`config.mk`:
```
export PLATFORM = sky130hd
export DESIGN_NAME = dma_steal
export DESIGN_NICKNAME = d
export VERILOG_FILES = /design/src/rtl/dma_steal_pkg.sv /design/src/rtl/dma_regs.sv /design/src/rtl/dma_engine.sv /design/src/rtl/dma_steal.sv
export SDC_FILE = /design/constraint.sdc
export NUM_CORES = 1
export LEC_CHECK = 0
export CAP_MARGIN = 0
export CORE_MARGIN = 2
export CORE_UTILIZATION = 42
export DETAILED_ROUTE_END_ITERATION = 8
export PLACE_DENSITY = 0.92
export SETUP_SLACK_MARGIN = 0.02
export SLEW_MARGIN = 20
export SYNTH_ARGS = -nofsm -noshare
export SYNTH_HDL_FRONTEND = slang
export SYNTH_SLANG_ARGS = --single-unit
```
`constraint.sdc`:
```
create_clock -name clk_i -period 1.9 [get_ports clk_i]
set_input_delay 0.19 -clock clk_i [delete_from_list [all_inputs] [get_ports clk_i]]
set_output_delay 0.19 -clock clk_i [all_outputs]
set_load 0.005 [all_outputs]
```
`src/rtl/dma_steal_pkg.sv`:
```
package dma_steal_pkg;
  localparam logic [2:0] REG_CTRL  = 3'd0;
  localparam logic [2:0] REG_DEV   = 3'd1;
  localparam logic [2:0] REG_ADDR  = 3'd2;
  localparam logic [2:0] REG_COUNT = 3'd3;
  localparam logic [2:0] REG_STAT  = 3'd4;

  typedef enum logic [1:0] {
    ST_IDLE = 2'd0,
    ST_WAIT = 2'd1,
    ST_BUS  = 2'd2
  } dma_state_e;
endpackage

```
`src/rtl/dma_regs.sv`:
```
module dma_regs
  import dma_steal_pkg::*;
#(
  parameter int AW  = 16,
  parameter int CW  = 8,
  parameter int IDW = 4
) (
  input  logic           clk_i,
  input  logic           rst_ni,
  input  logic           wr_en_i,
  input  logic [2:0]     addr_i,
  input  logic [AW-1:0]  wdata_i,
  output logic [AW-1:0]  rdata_o,
  input  logic           busy_i,
  input  logic           step_i,
  input  logic           done_set_i,
  output logic           start_o,
  output logic           dir_o,
  output logic [IDW-1:0] dev_id_o,
  output logic [AW-1:0]  addr_o,
  output logic [CW-1:0]  count_o,
  output logic           done_o
);
  logic cfg_wr;
  assign cfg_wr  = wr_en_i && !busy_i;
  assign start_o = cfg_wr && (addr_i == REG_CTRL) && wdata_i[0];

  always_ff @(posedge clk_i or negedge rst_ni) begin
    if (!rst_ni) begin
      dir_o    <= 1'b0;
      dev_id_o <= '0;
      addr_o   <= '0;
      count_o  <= '0;
      done_o   <= 1'b0;
    end else begin
      if (cfg_wr && addr_i == REG_CTRL)  dir_o    <= wdata_i[1];
      if (cfg_wr && addr_i == REG_DEV)   dev_id_o <= wdata_i[IDW-1:0];
      if (cfg_wr && addr_i == REG_ADDR)  addr_o   <= wdata_i;
      else if (step_i)                   addr_o   <= addr_o + AW'(1);
      if (cfg_wr && addr_i == REG_COUNT) count_o  <= wdata_i[CW-1:0];
      else if (step_i)                   count_o  <= count_o - CW'(1);
      // set beats clear so a zero-count start still reports done
      if (done_set_i)                                done_o <= 1'b1;
      else if (start_o)                              done_o <= 1'b0;
      else if (wr_en_i && addr_i == REG_STAT)        done_o <= 1'b0;
    end
  end

  always_comb begin
    unique case (addr_i)
      REG_CTRL:  rdata_o = AW'({dir_o, 1'b0});
      REG_DEV:   rdata_o = AW'(dev_id_o);
      REG_ADDR:  rdata_o = addr_o;
      REG_COUNT: rdata_o = AW'(count_o);
      REG_STAT:  rdata_o = AW'({done_o, busy_i});
      default:   rdata_o = '0;
    endcase
  end

  AST_ADDR_STEP: assert property (@(posedge clk_i) disable iff (!rst_ni)
    step_i |=> addr_o == $past(addr_o) + AW'(1));
  AST_COUNT_STEP: assert property (@(posedge clk_i) disable iff (!rst_ni)
    step_i |=> count_o == $past(count_o) - CW'(1));
  AST_NO_UNDERFLOW: assert property (@(posedge clk_i) disable iff (!rst_ni)
    step_i |-> count_o != '0);
  AST_ZERO_START_DONE: assert property (@(posedge clk_i) disable iff (!rst_ni)
    (start_o && count_o == '0) |=> done_o);
  AST_BUSY_LOCK: assert property (@(posedge clk_i) disable iff (!rst_ni)
    (busy_i && !step_i) |=> $stable(addr_o) && $stable(count_o));
endmodule

```
`src/rtl/dma_engine.sv`:
```
module dma_engine
  import dma_steal_pkg::*;
#(
  parameter int CW = 8
) (
  input  logic          clk_i,
  input  logic          rst_ni,
  input  logic          start_i,
  input  logic [CW-1:0] count_i,
  input  logic          dev_rdy_i,
  input  logic          bus_grant_i,
  input  logic          mem_ack_i,
  output logic          busy_o,
  output logic          bus_req_o,
  output logic          mem_req_o,
  output logic          step_o,
  output logic          done_set_o
);
  dma_state_e state_q, state_d;
  logic last_word;

  assign busy_o     = state_q != ST_IDLE;
  assign bus_req_o  = state_q == ST_BUS;
  assign mem_req_o  = bus_req_o && bus_grant_i;
  assign step_o     = mem_req_o && mem_ack_i;
  assign last_word  = count_i == CW'(1);
  assign done_set_o = (state_q == ST_IDLE && start_i && count_i == '0) ||
                      (step_o && last_word);

  always_comb begin
    state_d = state_q;
    unique case (state_q)
      ST_IDLE: if (start_i && count_i != '0) state_d = ST_WAIT;
      ST_WAIT: if (dev_rdy_i) state_d = ST_BUS;
      ST_BUS:  if (step_o) state_d = last_word ? ST_IDLE : ST_WAIT;
      default: state_d = ST_IDLE;
    endcase
  end

  always_ff @(posedge clk_i or negedge rst_ni) begin
    if (!rst_ni) state_q <= ST_IDLE;
    else         state_q <= state_d;
  end

  AST_GRANTED_ONLY: assert property (@(posedge clk_i) disable iff (!rst_ni)
    mem_req_o |-> bus_grant_i && bus_req_o);
  AST_REQ_AFTER_RDY: assert property (@(posedge clk_i) disable iff (!rst_ni)
    $rose(bus_req_o) |-> $past(dev_rdy_i) && $past(busy_o));
  AST_ONE_WORD: assert property (@(posedge clk_i) disable iff (!rst_ni)
    (mem_req_o && mem_ack_i) |=> !bus_req_o);
  AST_IDLE_QUIET: assert property (@(posedge clk_i) disable iff (!rst_ni)
    !busy_o |-> !bus_req_o && !mem_req_o);
  AST_DONE_LAST: assert property (@(posedge clk_i) disable iff (!rst_ni)
    (step_o && last_word) |=> !busy_o);
endmodule

```
`src/rtl/dma_steal.sv`:
```
module dma_steal
  import dma_steal_pkg::*;
#(
  parameter int AW  = 16,
  parameter int DW  = 8,
  parameter int CW  = 8,
  parameter int IDW = 4
) (
  input  logic           clk_i,
  input  logic           rst_ni,
  input  logic           reg_we_i,
  input  logic [2:0]     reg_addr_i,
  input  logic [AW-1:0]  reg_wdata_i,
  output logic [AW-1:0]  reg_rdata_o,
  output logic           irq_o,
  output logic           bus_req_o,
  input  logic           bus_grant_i,
  output logic           mem_req_o,
  output logic           mem_we_o,
  output logic [AW-1:0]  mem_addr_o,
  output logic [DW-1:0]  mem_wdata_o,
  input  logic [DW-1:0]  mem_rdata_i,
  input  logic           mem_ack_i,
  output logic [IDW-1:0] dev_id_o,
  input  logic           dev_rdy_i,
  input  logic [DW-1:0]  dev_rdata_i,
  output logic [DW-1:0]  dev_wdata_o,
  output logic           dev_ack_o
);
  logic          busy, step, done_set, start, dir, done;
  logic [CW-1:0] count;

  dma_regs #(.AW(AW), .CW(CW), .IDW(IDW)) u_regs (
    .clk_i      (clk_i),
    .rst_ni     (rst_ni),
    .wr_en_i    (reg_we_i),
    .addr_i     (reg_addr_i),
    .wdata_i    (reg_wdata_i),
    .rdata_o    (reg_rdata_o),
    .busy_i     (busy),
    .step_i     (step),
    .done_set_i (done_set),
    .start_o    (start),
    .dir_o      (dir),
    .dev_id_o   (dev_id_o),
    .addr_o     (mem_addr_o),
    .count_o    (count),
    .done_o     (done)
  );

  dma_engine #(.CW(CW)) u_engine (
    .clk_i       (clk_i),
    .rst_ni      (rst_ni),
    .start_i     (start),
    .count_i     (count),
    .dev_rdy_i   (dev_rdy_i),
    .bus_grant_i (bus_grant_i),
    .mem_ack_i   (mem_ack_i),
    .busy_o      (busy),
    .bus_req_o   (bus_req_o),
    .mem_req_o   (mem_req_o),
    .step_o      (step),
    .done_set_o  (done_set)
  );

  // dir 0: device -> memory (write), dir 1: memory -> device (read)
  assign mem_we_o    = mem_req_o && !dir;
  assign mem_wdata_o = dev_rdata_i;
  assign dev_wdata_o = mem_rdata_i;
  assign dev_ack_o   = step;
  assign irq_o       = done;

  AST_IRQ_CLEAR: assert property (@(posedge clk_i) disable iff (!rst_ni)
    (reg_we_i && reg_addr_i == REG_STAT && !done_set) |=> !irq_o);
endmodule

```
==> impl_results.md <==
* Critical path class: flip-flop to flip-flop
* Via count at 2377
* Power density over cell area at 1240 mW/mm²
* Worst min-delay path category: primary input to asynchronous set/reset pin
* FF+latch area at 808 µm²
* Grt total ovfl at 0
* M1 GR Usage at 32.1%
* Drt initial violations at 256
* Post-synth EDFFs at 0
* Die Height at 75.6 µm
* Worst endpoint required time at 2070 ps
* RSZ-0062 raised after global routing: yes
* Final wirelength at 7.10 mm
* Switching Share at 37.1%
* R2r setup slk at -100 ps
* Overall Global Routing Usage at 24.0%
* Sequential element share of the synthesized area at 37.1%
* Post-synth top cells: dfrtp_1, nand2_1, nor2_1
* Critical Path Sink Type: flip-flop
* DRT antenna net count at 0
* Netlist cell types at 46
* # DRC at 0
* Area leader, netlist: dfrtp_1
* Root buf cell: clkbuf_8
* Area of the multi-input gates at 0.00119 mm²
* Starting Density at 42.8%
* Die area at 0.00572 mm²
* GRT busiest layer: met2
* Min cycle time layout at 2000 ps
* # fillers at 383
* Pin count of the biggest net entering global routing at 33
* Slew Limit Fails at 0
* Via/cell ratio at 5.81
* Detailed Place HPWL at 4.92 mm
* Cell Int Power at 0.00247 W
* Fraction of layout cells with a size suffix above 1 at 23.6%
* Worst flop-to-flop path endpoint: u_regs.addr_o[12]
* FF-to-FF path depth at 6
* Num CTS Buffers at 5
* Max-capacitance violation count at 0
* Startpoint Class: flip-flop
* PnR worst setup slack at -100 ps
* Number of H-tree levels at 2
* Synth warn at 0
* Wire per inst at 17.4 µm
* Leak pwr at 1.34 nW
* Clock share of power at 13.8%
* VDD IR-drop max at 696 µV
* Ys flop type: dfrtp_1
* GR Util met2 at 38.7%
* Die W at 75.6 µm
* Clock Skews at 2.98 ps
* CTS tree: done
* CP Max Fanout at 6
* Setup Total Neg Slack at -100 ps
* Antenna violations before repair at 0
* Sw Pwr at 0.00146 W
* Avg Synthesized Cell Area at 8.69 µm²
* Share of the synthesized area in the top cell type at 37.1%
* Core outline area at 0.00504 mm²
* Global-route wire length before repair at 10.3 mm
* DRT Pass-1 Iters at 5
* Post-Place Worst Slack at -315 ps
* FFs w/ async S/R, synth at 100%
* Placed cell area at 0.00299 mm²
* I/O pins at 98
* Status: finished with violations
* Antenna Cells at 0
* Sequential share of power at 34.5%
* I/O Buffers at 65
* GP Congestion at 0.908
* Combinational share of power at 51.7%
* Fraction of met3 tracks used by global routing at 4.23%
* Worst-path clk slew at 60 ps
* F_max at 0.500 GHz
* Layout area overhead at 47.4%
* Synthesized flop and latch total at 32
* FF-to-FF Start: u_regs.addr_o[1]
* Slew Limit Headroom at 61.5%
* Top cells by area, synth: dfrtp_1, buf_4, nand2_1
* Post-route cell area at 0.00318 mm²
* Final #Nets at 382
* Worst-skew pair later-pin latency at 290 ps
* Number of global-route vias before repair at 2147
* Max Root-Sink Buffers at 2
* Net count after synthesis at 292
* FP Rows at 26
* WP data arrival at 2170 ps
* Final setup viols at 1
* Endpoints failing hold at 0
* Cells after Synth at 248
* Failing checks: setup timing
* Final worst-path cycle share at 105%
* Slew @ Worst Pin at 572 ps
* # clock sinks at 32
* Post-Syn Area at 0.00216 mm²
## layer usage
| layer | part of all wire (%) | routed length [µm] |
|---|---|---|
| met1 | 40 | 2840 |
| met2 | 49 | 3460 |
| met3 | 8.1 | 577 |
| met4 | 3.1 | 222 |
| met5 | 0 | 0 |
## worst max-delay path: stages, from the launching register on
cell	delay, ps
dfrtp_1	360
buf_4	130
ha_1	280
nand4_1	250
nor4_1	590
xnor2_1	190
o21ai_0	90
## worst max path at each step
stage          depth (start not counted)  slack (ps)             start                 to
6_report                               6        -100  u_regs.addr_o[1]  u_regs.addr_o[12]
3_5_place_dp                           5        -320     reg_addr_i[0]     reg_rdata_o[0]
4_1_cts                                4         -70  u_regs.addr_o[0]     reg_rdata_o[0]
2_1_floorplan                          5         210  u_regs.addr_o[5]  u_regs.addr_o[14]
5_1_grt                                6        -260  u_regs.addr_o[1]  u_regs.addr_o[12]
3_3_place_gp                           6        -230     reg_addr_i[0]     reg_rdata_o[3]
## kinds of logic (layout without fill, tap and decap cells)
| logic type | Yosys count | after routing | synth area share, % |
|---|---|---|---|
| AND/OR/NAND/NOR | 106 | 106 | 26.4 |
| XOR/XNOR | 5 | 5 | 2.03 |
| flip-flops | 32 | 32 | 37.1 |
| buffers and inverters | 33 | 124 | 8.76 |
| adder cells (fa/ha/maj) | 3 | 3 | 1.74 |
| AO/OA/AOI/OAI | 57 | 57 | 17.9 |
| multiplexers | 12 | 12 | 6.04 |
## layout make-up
class,instances,share of cell area [%]
Timing Repair Buffer,110,30.7
Sequential cell,32,25.4
Multi-Input combinational cell,183,37.4
Inverter,6,0.827
Clock buffer,8,2.84
Tap cell,70,2.76
## timing repair
item	in CTS	in global routing
resized for setup	13	13
hold buffers	0	0
endpoints found under the hold margin	0	0
buffers inserted	4	6
pin swaps	0	2
endpoints found under the setup margin	19	14
## cells in the final DEF, fill, tap and decap left out, types with 4 or more instances in the layout
| cell | count |
|---|---|
| nand2_1 | 32 |
| buf_4 | 45 |
| and2_1 | 10 |
| dfrtp_2 | 6 |
| inv_1 | 4 |
| or4_1 | 4 |
| clkbuf_8 | 6 |
| nand3_1 | 12 |
| o211ai_1 | 8 |
| a31oi_1 | 4 |
| nand4_1 | 4 |
| nor2_1 | 18 |
| dfrtp_1 | 26 |
| clkdlybuf4s50_1 | 58 |
| mux2_2 | 8 |
| o311ai_0 | 5 |
| nor2b_1 | 4 |
| mux2i_1 | 4 |
| o21ai_0 | 17 |
| a21oi_1 | 6 |
## power groups by stage
stage / clock [W] / combinational [W] / sequential [W]
detailed placement: 0 / 0.00181 / 0.00137
floorplan: 0 / 0.000775 / 0.00136
global route: 0.000582 / 0.00220 / 0.00140
CTS: 0.000552 / 0.00192 / 0.00134
finish: 0.000541 / 0.00203 / 0.00135
global placement: 0 / 0.00174 / 0.00135
## per-stage QoR
stage	instances	hold slack [ps]	total power, W	util, %
floorplan	248	-106	0.00213	-
global route	409	349	0.00418	63.0
global placement	391	380	0.00309	59.3
finish	409	310	0.00393	63.0
detailed placement	391	380	0.00318	59.3
CTS	403	316	0.00381	62.0
## registers in the layout (all words and copies together) (netlist names)
name / count
u_engine.state_q: 2
u_regs.addr_o: 16
u_regs.done_o: 1
u_regs.dev_id_o: 4
u_regs.count_o: 8
u_regs.dir_o: 1
(Power assumes the default switching activity.)
